File: src/rtl/ecr_pkg.sv
package ecr_pkg;

    localparam int UNIT_W = 12;
    localparam int OP_W   = 3;

    typedef enum logic [1:0] {
        ST_IDLE = 2'd0,
        ST_REQ  = 2'd1,
        ST_WAIT = 2'd2
    } ecr_state_e;

endpackage

File: src/rtl/ecr_unit_map.sv
module ecr_unit_map
    import ecr_pkg::*;
#(
    parameter int                          NUM_PORTS  = 4,
    parameter logic [NUM_PORTS*UNIT_W-1:0] PORT_UNITS = '0,
    localparam int                         PORT_W     = (NUM_PORTS > 1) ? $clog2(NUM_PORTS) : 1
) (
    input  logic [UNIT_W-1:0] unit_i,
    output logic              hit_o,
    output logic [PORT_W-1:0] port_o
);

    logic [NUM_PORTS-1:0] match;

    for (genvar p = 0; p < NUM_PORTS; p++) begin : g_cmp
        assign match[p] = (unit_i == PORT_UNITS[p*UNIT_W +: UNIT_W]);
    end

    // lowest matching port wins
    always_comb begin
        hit_o  = 1'b0;
        port_o = '0;
        for (int p = NUM_PORTS - 1; p >= 0; p--) begin
            if (match[p]) begin
                hit_o  = 1'b1;
                port_o = PORT_W'(p);
            end
        end
    end

endmodule

File: src/rtl/ecr_req_fanout.sv
module ecr_req_fanout
    import ecr_pkg::*;
#(
    parameter int  NUM_PORTS = 4,
    parameter int  XLEN      = 32,
    localparam int PORT_W    = (NUM_PORTS > 1) ? $clog2(NUM_PORTS) : 1
) (
    input  logic                        req_valid_i,
    input  logic [PORT_W-1:0]           port_i,
    input  logic [OP_W-1:0]             op_i,
    input  logic [XLEN-1:0]             rs1_i,
    input  logic [XLEN-1:0]             rs2_i,
    output logic                        req_ready_o,
    output logic [NUM_PORTS-1:0]        dev_valid_o,
    input  logic [NUM_PORTS-1:0]        dev_ready_i,
    output logic [NUM_PORTS*OP_W-1:0]   dev_op_o,
    output logic [NUM_PORTS*XLEN-1:0]   dev_rs1_o,
    output logic [NUM_PORTS*XLEN-1:0]   dev_rs2_o
);

    logic [NUM_PORTS-1:0] sel;

    for (genvar p = 0; p < NUM_PORTS; p++) begin : g_port
        assign sel[p]                        = (port_i == PORT_W'(p));
        assign dev_valid_o[p]                = req_valid_i && sel[p];
        assign dev_op_o[p*OP_W +: OP_W]      = sel[p] ? op_i  : '0;
        assign dev_rs1_o[p*XLEN +: XLEN]     = sel[p] ? rs1_i : '0;
        assign dev_rs2_o[p*XLEN +: XLEN]     = sel[p] ? rs2_i : '0;
    end

    assign req_ready_o = |(dev_ready_i & sel);

endmodule

File: src/rtl/ecr_rsp_select.sv
module ecr_rsp_select #(
    parameter int  NUM_PORTS = 4,
    parameter int  XLEN      = 32,
    localparam int PORT_W    = (NUM_PORTS > 1) ? $clog2(NUM_PORTS) : 1
) (
    input  logic [PORT_W-1:0]         port_i,
    input  logic [NUM_PORTS-1:0]      rsp_valid_i,
    input  logic [NUM_PORTS*XLEN-1:0] rsp_data_i,
    output logic                      rsp_valid_o,
    output logic [XLEN-1:0]           rsp_data_o
);

    always_comb begin
        rsp_valid_o = 1'b0;
        rsp_data_o  = '0;
        for (int p = 0; p < NUM_PORTS; p++) begin
            if (port_i == PORT_W'(p)) begin
                rsp_valid_o = rsp_valid_i[p];
                rsp_data_o  = rsp_data_i[p*XLEN +: XLEN];
            end
        end
    end

endmodule

File: src/rtl/ext_cmd_router.sv
module ext_cmd_router
    import ecr_pkg::*;
#(
    parameter int                          NUM_PORTS  = 4,
    parameter int                          XLEN       = 32,
    parameter logic [NUM_PORTS*UNIT_W-1:0] PORT_UNITS = {12'hFFF, 12'h800, 12'h123, 12'h005}
) (
    input  logic                        clk,
    input  logic                        rst_n,
    input  logic                        cmd_valid_i,
    output logic                        cmd_ready_o,
    input  logic [2:0]                  cmd_op_i,
    input  logic [XLEN-1:0]             cmd_rs1_i,
    input  logic [XLEN-1:0]             cmd_rs2_i,
    output logic                        wb_valid_o,
    output logic                        wb_fault_o,
    output logic [XLEN-1:0]             wb_data_o,
    output logic [NUM_PORTS-1:0]        dev_req_valid_o,
    input  logic [NUM_PORTS-1:0]        dev_req_ready_i,
    output logic [NUM_PORTS*3-1:0]      dev_op_o,
    output logic [NUM_PORTS*XLEN-1:0]   dev_rs1_o,
    output logic [NUM_PORTS*XLEN-1:0]   dev_rs2_o,
    input  logic [NUM_PORTS-1:0]        dev_rsp_valid_i,
    input  logic [NUM_PORTS*XLEN-1:0]   dev_rsp_data_i
);

    localparam int PORT_W = (NUM_PORTS > 1) ? $clog2(NUM_PORTS) : 1;

    typedef struct packed {
        ecr_state_e        state;
        logic [PORT_W-1:0] port;
        logic [OP_W-1:0]   op;
        logic [XLEN-1:0]   rs1;
        logic [XLEN-1:0]   rs2;
        logic              wb_valid;
        logic              wb_fault;
        logic [XLEN-1:0]   wb_data;
    } router_regs_t;

    router_regs_t r_d, r_q;

    logic              map_hit;
    logic [PORT_W-1:0] map_port;
    logic              sel_ready;
    logic              sel_rsp_valid;
    logic [XLEN-1:0]   sel_rsp_data;

    ecr_unit_map #(
        .NUM_PORTS  (NUM_PORTS),
        .PORT_UNITS (PORT_UNITS)
    ) u_map (
        .unit_i (cmd_rs1_i[UNIT_W-1:0]),
        .hit_o  (map_hit),
        .port_o (map_port)
    );

    ecr_req_fanout #(
        .NUM_PORTS (NUM_PORTS),
        .XLEN      (XLEN)
    ) u_fanout (
        .req_valid_i (r_q.state == ST_REQ),
        .port_i      (r_q.port),
        .op_i        (r_q.op),
        .rs1_i       (r_q.rs1),
        .rs2_i       (r_q.rs2),
        .req_ready_o (sel_ready),
        .dev_valid_o (dev_req_valid_o),
        .dev_ready_i (dev_req_ready_i),
        .dev_op_o    (dev_op_o),
        .dev_rs1_o   (dev_rs1_o),
        .dev_rs2_o   (dev_rs2_o)
    );

    ecr_rsp_select #(
        .NUM_PORTS (NUM_PORTS),
        .XLEN      (XLEN)
    ) u_rsp (
        .port_i      (r_q.port),
        .rsp_valid_i (dev_rsp_valid_i),
        .rsp_data_i  (dev_rsp_data_i),
        .rsp_valid_o (sel_rsp_valid),
        .rsp_data_o  (sel_rsp_data)
    );

    always_comb begin
        r_d          = r_q;
        r_d.wb_valid = 1'b0;
        r_d.wb_fault = 1'b0;
        unique case (r_q.state)
            ST_IDLE: begin
                if (cmd_valid_i) begin
                    if (map_hit) begin
                        r_d.state = ST_REQ;
                        r_d.port  = map_port;
                        r_d.op    = cmd_op_i;
                        r_d.rs1   = cmd_rs1_i;
                        r_d.rs2   = cmd_rs2_i;
                    end else begin
                        r_d.wb_valid = 1'b1;
                        r_d.wb_fault = 1'b1;
                        r_d.wb_data  = '0;
                    end
                end
            end
            ST_REQ: begin
                if (sel_ready) begin
                    r_d.state = ST_WAIT;
                end
            end
            ST_WAIT: begin
                if (sel_rsp_valid) begin
                    r_d.state    = ST_IDLE;
                    r_d.wb_valid = 1'b1;
                    r_d.wb_data  = sel_rsp_data;
                end
            end
            default: r_d.state = ST_IDLE;
        endcase
    end

    always_ff @(posedge clk or negedge rst_n) begin
        if (!rst_n) begin
            r_q <= '{state: ST_IDLE, default: '0};
        end else begin
            r_q <= r_d;
        end
    end

    assign cmd_ready_o = (r_q.state == ST_IDLE);
    assign wb_valid_o  = r_q.wb_valid;
    assign wb_fault_o  = r_q.wb_fault;
    assign wb_data_o   = r_q.wb_data;

endmodule

File: config.mk
export PLATFORM = sky130hd
export DESIGN_NAME = ext_cmd_router
export DESIGN_NICKNAME = d
export VERILOG_FILES = /design/src/rtl/ecr_pkg.sv /design/src/rtl/ecr_unit_map.sv /design/src/rtl/ecr_req_fanout.sv /design/src/rtl/ecr_rsp_select.sv /design/src/rtl/ext_cmd_router.sv
export SDC_FILE = /design/constraint.sdc
export NUM_CORES = 1
export LEC_CHECK = 0
export ABC_AREA = 0
export ABC_CLOCK_PERIOD_IN_PS = 2300
export BUFFER_PORTS_ARGS = -buffer_cell sky130_fd_sc_hd__buf_2
export CORE_AREA = 2 2 198 200
export DETAILED_ROUTE_END_ITERATION = 10
export DIE_AREA = 0 0 200 202
export GPL_ROUTABILITY_DRIVEN = 1
export PLACE_DENSITY = 0.49
export SYNTH_ARGS = -nofsm -noshare
export SYNTH_HDL_FRONTEND = slang
export SYNTH_SLANG_ARGS = --single-unit
export TNS_END_PERCENT = 30
File: constraint.sdc
create_clock -name clk -period 2.3 [get_ports clk]
set_input_delay 0.115 -clock clk [delete_from_list [all_inputs] [get_ports clk]]
set_output_delay 0.115 -clock clk [all_outputs]
set_load 0.02 [all_outputs]
# Word-level counts from Yosys, hierarchy flattened
# Index checks and enable logic that the tools add are counted.
[classes]
n_eq_ne = 14
mux = 39
bitwise_logic = 1
n_reduce_logical = 11
[ops]
columns = ["cell", "n"]
rows = [
  ["$mux W32", 13],
  ["$mux W105", 1],
  ["$mux W71", 1],
  ["$pmux W32 S2", 1],
  ["$mux W34", 1],
  ["$eq A12 B12 Y1 const B", 2],
  ["$eq A12 B3 Y1 const B", 1],
  ["$eq A12 B9 Y1 const B", 1],
  ["$mux W2", 6],
  ["$mux W3", 4],
  ["$mux W1", 10],
  ["$ne A2 B2 Y1 const B", 4],
  ["$reduce_and A4 Y1", 2],
  ["$eq A2 B2 Y1 const B", 3],
  ["$pmux W2 S3", 1],
  ["$and A4 B4 Y4", 1],
  ["$eq A2 B1 Y1 const B", 2],
  ["$logic_and A1 B1 Y1", 4],
  ["$logic_not A2 Y1", 2],
  ["$reduce_or A4 Y1", 1],
  ["$reduce_and A3 Y1", 1],
  ["$ne A2 B1 Y1 const B", 1],
  ["$pmux W1 S2", 1],
  ["$reduce_bool A2 Y1", 1],
]
[totals]
regBits = 105
input_bits = 206
output_inout_bits = 307
word_cells = 73

# Logic depth before layout (Yosys ltp)
# Gate-level depths: netlist of the first run.
[depth]
depth_word = 8
ltp_mapped = 7

# Cells and area by module
# A second synthesis of the first run with hierarchy kept.
[hier_totals]
cells_unflattened = 657
hier_area_um2 = 7553.5
[by_module_without_submodules]
columns = ["mod", "instances", "cells_each", "area_per_inst_um2", "seq_area_each_um2"]
rows = [
  ["ext_cmd_router", 1, 267, 4135.2, 2627.5],
  ["ecr_req_fanout", 1, 333, 2444.8, 0.0],
  ["ecr_rsp_select", 1, 41, 844.6, 0.0],
  ["ecr_unit_map", 1, 16, 128.9, 0.0],
]

# Worst setup path before layout of the first run
# OpenSTA, ideal clock, no wires.
[synth_path]
path_kind = "reg2reg"
startpoint = "reg r_q[101] in the netlist's numbering"
endpoint = "reg r_q (netlist bit wb_data_o[16])"
setup_time_ps = 120
arrival_ps = 1885
required_ps = 2180
setup_slack_ps = 294
stages_incl_launch_ff = 8
period_less_slack_ps = 2006
path_cell_list = "dfrtp_1 -> buf_2 -> mux4_2 -> nand3b_1 -> buf_2 -> clkbuf_1 -> nor2b_1 -> a31o_2"
[synth_between]
elab_chain_cells = 7
word_cells_on_any_way = 16
[synth_rtl]
columns = ["element", "line_no", "source"]
rows = [
  ["from (decl)", "ext_cmd_router.sv:40", "router_regs_t r_d, r_q;"],
  ["from (signal assigned)", "ext_cmd_router.sv:125", "r_q <= r_d;"],
  ["$logic_not A2 Y1", "ecr_rsp_select.sv:17", "if (port_i == PORT_W'(p)) begin"],
  ["$mux W1 or $mux W32 (tied branches) (4 in series)", "ecr_rsp_select.sv:17", ""],
  ["$ne A2 B2 Y1 (no line) or $mux W32 (tied branches)", "-", ""],
  ["$reduce_and A4 Y1 (no line) or $pmux W32 S2 (tied branches)", "-", ""],
]
# Several ways; a longest one is shown, not always the timed one. The select of a mux whose other input is x is not followed.
# A chain may end at the register's enable or synchronous reset.

# Worst setup path after layout of the first run
[layout_path]
startpoint = "reg r_q[102] in the netlist's numbering"
endpoint = "out dev_rs2_o[107]"
[layout_between]
elab_chain_cells = 2
[layout_rtl]
columns = ["element", "line_no", "source"]
rows = [
  ["$eq A2 B2 Y1", "ecr_req_fanout.sv:24", "assign sel[p] = (port_i == PORT_W'(p));"],
  ["$mux W32", "ecr_req_fanout.sv:28", "assign dev_rs2_o[p*XLEN +: XLEN] = sel[p] ? rs2_i : '0;"],
  ["to (decl)", "ext_cmd_router.sv:22", "output logic [NUM_PORTS*XLEN-1:0] dev_rs2_o,"],
]
# No other way between the ends.

==> flow_summary.yaml, run 1 <==
timing:
  setup_viol: 0
  fin_worst_skew_ps: 10.6
  max_slew_margin_pct: 61.0
  tns_ps: 0
  finalCritPeriodShare_pct: 95.3
  worst_pin_slew_ps: 579
  finalCriticalPeriod_ps: 2190
  hold_viol_final: 0
  rsz0062_at_grt: "false"
  max_freq_mhz: 456
  finalMaxSlewViolations: 0
clock_tree:
  path_clk_slew_ps: 80
  clock-sinks: 105
  cts-resized-gates: 0
  cts_tree: "done"
  cts_buffers: 9
  ctsRootBufferMaster: "clkbuf_16"
  clk_latency_ps: 350
  clockBufferDepth: 2
  cts.htree.levels: 3
  post_cts_buffers: 0
cells_and_area:
  fin_nets: 1397
  drive_gt1_share_pct: 56.1
  multiInputGateArea_mm2: 0.00391
  instances_no_fill: 1718
  ff_latch_area_mm2: 0.00264
  fill_cells: 4127
  area_growth_pct: 54.9
global_routing:
  grt_pass1_wl_um: 41600
  grt_max_degree: 67
  grt_pass1_vias: 7222
  antenna_found_initial: 6
  grt.total_usage_pct: 13.6
  overflow: 0
yosys:
  yosys_register_bits: 105
  ys_seq_area_share_pct: 37.2
  syn-num-nets: 889
  synth_area_per_cell_um2: 10.3
  synth-compound-area-share_pct: 6.05
  ys_types: 34
  syn_inst: 683
  synthAdderAreaFrac_pct: 0
  yosys_warnings: 0
  yosysTopAreaCell: "dfrtp_1"
  synth_mux_area_share_pct: 19.9
  synth_top_family_by_area: "simple AND/OR/NAND/NOR gates"
  synth_area_mm2: 0.00706
  yosysTopAreaCellShare_pct: 37.2
  synth_xor_area_share_pct: 0
  synth.area.top_cells: "dfrtp_1 (37%), and2_1 (17%), mux4_2 (11%), mux2_2 (7.7%), and3_1 (5.5%)"
  synth-simple-area-share_pct: 29.1
pwr:
  p_comb_share_pct: 15.5
  intPower_mw: 2.94
  switchingPower_mw: 1.07
  p_per_area_mw_per_mm2: 367
  power_frac_seq_pct: 47.3
  ir_drop_mv: 0.301
  power_leakage_nw: 6.25
  p_sw_share_pct: 26.7
  power.share.clock_pct: 37.2
detailed_routing:
  num_vias: 7165
  wire_per_inst_um: 17.1
  drt_wl_total_um: 29300
  remaining_drc_errors: 0
  detail_route.iter0.violations: 283
  first_pass_iters: 4
  routed_via_density: 4.17
  ant_nets: 0
worst_setup_path:
  reg2reg_setup_slack_ps: 390
  ff2ff_path_depth: 4
  worstSetupPathType: "flip-flop to primary output"
  endpoint: "dev_rs2_o[107]"
  crit_start: "r_q[102]"
  reg2reg_to: "wb_data_o[14]"
  r2r-start: "r_q[101]"
  critPathLaunchType: "flip-flop"
  crit_path_max_fanout: 66
  end_kind: "primary output"
  cp.arrival_ps: 2080
  cp.required_ps: 2180
placed_design:
  dp.final_hpwl_um: 22600
  gp_congestion: 0.803
  dp.cells: 1643
  portBuffers: 512
die:
  io_pins: 513
  num_rows: 72
  dieArea_mm2: 0.0404
  dieWidth_um: 200
  initial_utilization_pct: 18.4
  core-area_mm2: 0.0383
  die_h_um: 202
outcome:
  status: "finished clean"
hold_path:
  holdPathStages: 2
  hold_class: "primary input to flip-flop"
job:
  drv_cap: 0
-- final cells by class --
type | count | share of cell area (%)
flip-flops and latches | 105 | 24.1
diodes | 4 | 0.0915
clock buffers | 10 | 2.09
well taps | 518 | 5.93
multi-input cells | 477 | 35.7
repair buffers | 591 | 31.4
inverters | 7 | 0.240
clock inverters | 6 | 0.401
-- logic make-up after synthesis --
kind of cell | after synthesis
AO/OA/AOI/OAI | 51
buffers and inverters | 101
flip-flops | 105
multiplexers | 91
AND/OR/NAND/NOR | 335
-- registers in the layout, indices dropped and copies added, names as in the netlist --
signal / cells
wb_fault_o: 1
wb_data_o: 32
r_q: 71
wb_valid_o: 1
-- routing by layer --
metal | GRT usage [%] | vias up | wire [µm]
li1 | - | 3342 | -
met1 | 14.7 | 3450 | 11300
met2 | 25.3 | 340 | 14900
met3 | 2.74 | 31 | 2080
met4 | 6.06 | 2 | 1020
met5 | 0 | - | 13
-- synthesized netlist by cell type, drive strengths merged --
library cell / count
and2: 196
dfrtp: 105
and3: 62
mux2: 57
buf: 51
clkbuf: 43
nor2b: 36
mux4: 34
a31o: 32
nor2: 10
nand2: 8
inv: 7
nor3: 7
o22ai: 7
o21a: 6
nand4: 3
nor3b: 3
nand2b: 2
nand3: 2
nor4: 2
a21o: 1
a21oi: 1
a31oi: 1
and4b: 1
nand3b: 1
nor4b: 1
o2111ai: 1
o211ai: 1
o21bai: 1
or4: 1
-- cell usage in the layout, fill, tap and decap left out, drive strengths merged, types with 6 or more instances in the layout --
cell type    count
mux2            57
a31o            32
nor3             7
nor2            10
and3            62
o22ai            7
nor2b           36
dlygate4sd3     55
mux4            34
dfrtp          105
inv              8
clkbuf          10
buf            536
o21a             6
nand2            8
and2           196
-- critical path: stages, from the launching register on --
cell	delay, ps
dfrtp_4	430
buf_12	300
buf_4	470
and3_1	250
buf_2	190
-- worst min-delay path by stage --
| stage | from | end |
|---|---|---|
| after floorplan | rst_n | r_q[100] |
| after global placement | rst_n | wb_data_o[15] |
| after detailed placement | rst_n | wb_data_o[15] |
| after CTS | cmd_rs1_i[30] | r_q[96] |
| after global routing | cmd_rs1_i[30] | r_q[96] |
| final | cmd_rs1_i[30] | r_q[96] |
-- repair_timing --
item,in CTS,in global routing
setup endpoints to repair,0,0
endpoints found under the hold margin,86,0
hold buffers,55,0
-- per-stage QoR --
| stage | setup WS (ps) | area, µm² | hold slack, ps | utilization (%) | power [mW] |
|---|---|---|---|---|---|
| 3_5_place_dp | 105 | 10100 | 113 | 26.4 | 2.49 |
| 3_3_place_gp | 190 | 10100 | 108 | 26.4 | 2.48 |
| 5_1_grt | 24.0 | 10900 | 24.3 | 28.6 | 4.22 |
| 2_1_floorplan | 294 | 7060 | -181 | - | 2.15 |
| 6_report | 107 | 10900 | 30.6 | 28.6 | 4.01 |
| 4_1_cts | 117 | 10900 | 20.9 | 28.5 | 4.11 |
-- power groups by stage --
stage	combinational, mW	sequential, mW	clock [mW]
after floorplan	0.226	1.92	0
after global placement	0.549	1.93	0
after detailed placement	0.553	1.93	0
after CTS	0.631	1.90	1.58
after global routing	0.674	1.90	1.65
final	0.622	1.90	1.49
Note: power is estimated with default switching activity, not from simulation.
==> run 2, diff against run 1 <==
--- a/config.mk
+++ b/config.mk
@@ -12,6 +12,7 @@
 export DETAILED_ROUTE_END_ITERATION = 10
 export DIE_AREA = 0 0 200 202
 export GPL_ROUTABILITY_DRIVEN = 1
+export MAX_ROUTING_LAYER = met4
 export PLACE_DENSITY = 0.49
 export SYNTH_ARGS = -nofsm -noshare
 export SYNTH_HDL_FRONTEND = slang
==> constraint.sdc (replaced) <==
create_clock -name clk -period 2.3 [get_ports clk]
set_input_delay 0.345 -clock clk [delete_from_list [all_inputs] [get_ports clk]]
set_output_delay 0.345 -clock clk [all_outputs]
set_load 0.02 [all_outputs]
==> run 2 against run 1 <==
Effect of this change: critical path type unchanged; sequential power barely moved; register-to-register slack got worse by 40 ps; power fell by 0.38%; global-route usage rose by 0.17 points; critical endpoint is now dev_rs1_o[61]; first-iteration DRC count fell by 0.71%; non-clock buffer count fell by 51; final cell count fell by 3.1%; design area fell by 4.4%; count of clock-buffer cells in the layout did not move; utilization fell by 1.3 points; highest routed layer is now met4; die area did not move.
==> flow_summary.yaml, run 2 (synthesis results as in run 1) <==
timing:
  hold_viol_final: 0
  rsz0062_at_grt: "false"
  fin_worst_skew_ps: 11.4
  tns_ps: 0
  worst_pin_slew_ps: 543
  finalCritPeriodShare_pct: 95.9
  finalMaxSlewViolations: 0
  setup_viol: 0
  max_slew_margin_pct: 63.6
  max_freq_mhz: 453
  fin_ws_ps: 94.7
  finalCriticalPeriod_ps: 2210
clock_tree:
  cts.htree.levels: 3
  path_clk_slew_ps: 80
  clockBufferDepth: 2
  clock-sinks: 105
  cts_tree: "done"
  cts_buffers: 9
  ctsRootBufferMaster: "clkbuf_16"
  clk_latency_ps: 360
  post_cts_buffers: 0
detailed_routing:
  num_vias: 6987
  ant_nets: 0
  detail_route.iter0.violations: 281
  first_pass_iters: 4
  remaining_drc_errors: 0
  wire_per_inst_um: 17.2
  drt_wl_total_um: 28700
  routed_via_density: 4.20
placed_design:
  portBuffers: 512
  dp.cells: 1646
  place_area_mm2: 0.0101
  gp_congestion: 0.825
  dp.final_hpwl_um: 22700
  pre_cts_slack_ps: -46.4
cells_and_area:
  fin_area_mm2: 0.0104
  fill_cells: 4147
  drive_gt1_share_pct: 58.8
  fin_nets: 1346
  largest_reg_flops: 71
  instances_no_fill: 1664
  regMostFlops: "r_q"
  final_common_cell: "buf_2"
  final_cell_mix: "buf_2 (511), and2_1 (196), dfrtp_1 (103)"
  utilization_pct: 27.3
  area_growth_pct: 48.1
job:
  drv_cap: 0
worst_setup_path:
  worstSetupPathType: "flip-flop to primary output"
  slowest_delay_ps: 600
  crit_family: "flip-flops"
  crit_path_max_fanout: 67
  end_kind: "primary output"
  path_buf_inv: 2
  path_cells: "nor2b_4, buf_12, and2_1, buf_2"
  cp.arrival_ps: 1860
  critPathLaunchType: "flip-flop"
  cp.required_ps: 1960
  slowest_stage: "dfrtp_4"
global_routing:
  overflow: 0
  grt_pass1_wl_um: 40800
  grt.total_usage_pct: 13.8
  grt_max_degree: 68
  antenna_found_initial: 3
  grt_pass1_vias: 6927
die:
  dieWidth_um: 200
  io_pins: 513
  num_rows: 72
  initial_utilization_pct: 18.4
  die_h_um: 202
  dieArea_mm2: 0.0404
  core-area_mm2: 0.0383
outcome:
  status: "finished clean"
hold_path:
  hold_class: "primary input to flip-flop"
pwr:
  p_per_area_mw_per_mm2: 383
  ir_drop_mv: 0.306
  power_leakage_nw: 6.05
run 2: layer usage:
metal	up-vias	global-route usage (%)	wire (µm)	share of wire, %
met1	3348	15.1	11300	39
met3	30	3.19	2240	7.8
met4	0	5.21	860	3.0
li1	3243	-	-	-
met5	-	-	0	0
met2	366	24.1	14300	50
run 2: what timing repair did:
item | 4_1_cts | 5_1_grt
setup endpoints to repair | 0 | 1
hold endpoints to repair | 62 | 0
hold buffers | 1 | 0
gates resized for setup | 0 | 2
run 2: stage by stage:
step | hold slack [ps] | power, mW
final | 215 | 4.00
after global routing | 187 | 4.23
after CTS | 188 | 4.11
after detailed placement | 363 | 2.49
after global placement | 364 | 2.49
after floorplan | 49.4 | 2.15
run 2: cell type report:
class	instances	area [µm²]	share of cell area (%)
multi-input cells	477	3910	37.4
repair buffers	540	2940	28.1
flip-flops and latches	105	2640	25.2
well taps	518	648	6.20
clock buffers	10	229	2.19
clock inverters	4	55.1	0.527
inverters	7	26.3	0.251
diodes	3	7.51	0.0718
run 2: final timing paths:
kind                                from             to  slack, ps  depth (start not counted)
setup / recovery                r_q[102]  dev_rs1_o[61]         90                          4
hold / removal             cmd_rs1_i[28]        r_q[94]        210                          2
setup reg to reg                r_q[101]  wb_data_o[29]        350                          5
hold reg to reg            wb_data_o[10]  wb_data_o[10]        500                          1
max in group asynchronous          rst_n       r_q[101]       1450                          3
min in group asynchronous          rst_n  wb_data_o[15]        540                          3
run 2: worst reg2reg max path: stages, from the launching register on:
cell and delay (ps):
dfrtp_4 530, mux4_2 540, nand3b_1 180, buf_12 260, nor2b_1 120, a31o_2 210
run 2: report_power, final:
group	switching (mW)	internal [mW]	leakage, nW
Sequential	0.0317	1.87	1.43
Combinational	0.273	0.277	4.49
Clock	0.709	0.840	0.135
Total	1.01	2.99	6.05
==> run 3, diff against run 2 <==
--- a/config.mk
+++ b/config.mk
@@ -6,7 +6,7 @@
 export NUM_CORES = 1
 export LEC_CHECK = 0
 export ABC_AREA = 0
-export ABC_CLOCK_PERIOD_IN_PS = 2300
+export ABC_CLOCK_PERIOD_IN_PS = 2100
 export BUFFER_PORTS_ARGS = -buffer_cell sky130_fd_sc_hd__buf_2
 export CORE_AREA = 2 2 198 200
 export DETAILED_ROUTE_END_ITERATION = 10
==> constraint.sdc (replaced) <==
create_clock -name clk -period 2.1 [get_ports clk]
set_input_delay 0.315 -clock clk [delete_from_list [all_inputs] [get_ports clk]]
set_output_delay 0.315 -clock clk [all_outputs]
set_load 0.02 [all_outputs]
==> run 3 against run 2 <==
Effect of this change: the flow now finishes with violations (negative hold slack, negative setup slack); combinational power up 26%; power up 16%; design area up 11%; clock power up 19%; final cell count up 1.9%; flip-flop and latch count unchanged; register-to-register slack worse by 320 ps; via count up 2.6%; critical path depth up 2; wire length up 9.2%; critical path type unchanged; largest cell class unchanged; largest power group unchanged.
==> flow_summary.yaml, run 3 (synthesis results as in run 1) <==
die:
  die_h_um: 202
  dieWidth_um: 200
  dieArea_mm2: 0.0404
  io_pins: 513
  core-area_mm2: 0.0383
  initial_utilization_pct: 18.4
  num_rows: 72
timing:
  finalMaxSlewViolations: 0
  finalCriticalPeriod_ps: 2120
  max_freq_mhz: 471
  max_slew_margin_pct: 59.8
  finalCritPeriodShare_pct: 101
  rsz0062_at_grt: "true"
  worst_pin_slew_ps: 603
  fin_worst_skew_ps: 13.8
  hold_viol_final: 5
  tns_ps: -120
  fin_ws_ps: -21.0
  hold_ws_ps: -10.5
  setup_viol: 8
cells_and_area:
  area_growth_pct: 64.2
  final_cell_mix: "buf_2 (336), and2_1 (166), buf_4 (166)"
  drive_gt1_share_pct: 62.8
  largest_reg_flops: 71
  final_common_cell: "buf_2"
  fin_nets: 1377
  fin_area_mm2: 0.0116
  fill_cells: 3997
  regMostFlops: "r_q"
detailed_routing:
  num_vias: 7169
  remaining_drc_errors: 0
  ant_nets: 0
  drt_wl_total_um: 31300
  wire_per_inst_um: 18.5
  first_pass_iters: 4
  routed_via_density: 4.23
  detail_route.iter0.violations: 214
clock_tree:
  path_clk_slew_ps: 80
  cts_buffers: 9
  clock-sinks: 105
  clk_latency_ps: 380
  cts.htree.levels: 3
  cts_tree: "done"
  clockBufferDepth: 2
  ctsRootBufferMaster: "clkbuf_16"
  ctsHoldBuffers: 0
hold_path:
  hold_class: "primary input to asynchronous set/reset pin"
worst_setup_path:
  worstSetupPathType: "flip-flop to primary output"
  cp.arrival_ps: 1810
  path_cells: "buf_16, nor2b_4, buf_12, buf_16, and2_4, buf_6"
  end_kind: "primary output"
  slowest_delay_ps: 450
  path_buf_inv: 4
  critPathLaunchType: "flip-flop"
  crit_path_max_fanout: 8
  slowest_stage: "dfrtp_4"
  crit_top_cell: "buf_16"
  cp.required_ps: 1780
  crit_family: "buffers and inverters"
placed_design:
  portBuffers: 512
  gp_congestion: 0.798
  dp.final_hpwl_um: 21600
  pre_cts_slack_ps: -133
  place_area_mm2: 0.0102
pwr:
  p_per_area_mw_per_mm2: 399
  power_leakage_nw: 6.35
  ir_drop_mv: 0.379
  power_mw: 4.62
global_routing:
  grt_max_degree: 106
  grt_pass1_wl_um: 43500
  overflow: 0
  grt.total_usage_pct: 15.2
  antenna_found_initial: 3
  grt_pass1_vias: 7342
job:
  drv_cap: 0
outcome:
  status: "finished, violations left"
  failed_checks: "negative hold slack, negative setup slack"
[run 3: worst paths after layout]
path	from	end	slack [ps]	depth (start not counted)
setup / recovery	r_q[101]	dev_rs1_o[55]	-20	6
setup reg to reg	r_q[101]	wb_data_o[18]	30	6
hold / removal	rst_n	r_q[66]	-10	2
hold reg to reg	wb_data_o[30]	wb_data_o[30]	500	1
min in group clk	cmd_rs1_i[24]	r_q[90]	150	2
max in group asynchronous	rst_n	r_q[45]	1630	2
[run 3: worst register-to-register path, cell delays in order (launching register included)]
cell and delay, ps:
dfrtp_4 450, buf_4 190, mux4_2 540, nand3b_1 150
clkbuf_16 290, nor2b_1 130, a31o_2 220
[run 3: routing by layer]
metal  vias up  track usage [%]  routed length, µm
li1       3287                -                  -
met1      3466             16.2              12000
met2       380             27.1              15900
met3        36             3.52               2540
met4         0             5.82                856
met5         -                -                  0
[run 3: power breakdown]
group | leakage (nW) | internal (mW) | switching, mW
logic | 4.77 | 0.366 | 0.326
registers | 1.43 | 2.05 | 0.0339
clock network | 0.153 | 1.07 | 0.778
total | 6.35 | 3.48 | 1.14
[run 3: repair_timing]
action | CTS | global route
pin swaps | 4 | 1
setup buffers | 11 | 0
cloned | 8 | 0
gates resized for setup | 162 | 106
setup endpoints to repair | 240 | 246
[run 3: through the flow]
step,utilization [%],std cells
global placement,26.7,1661
detailed placement,26.7,1661
CTS,29.6,1695
floorplan,-,683
finish,30.3,1695
global route,30.3,1695
[run 3: final cells by class]
| class | instances | area [µm²] | share of cell area (%) |
|---|---|---|---|
| antenna | 2 | 5.00 | 0.0432 |
| clock buffer | 12 | 246 | 2.13 |
| clock inverter | 3 | 65.1 | 0.561 |
| inverter | 7 | 26.3 | 0.227 |
| multi-input combinational | 477 | 4000 | 34.5 |
| sequential | 105 | 2640 | 22.7 |
| tap | 518 | 648 | 5.59 |
| timing repair buffer | 571 | 3960 | 34.2 |
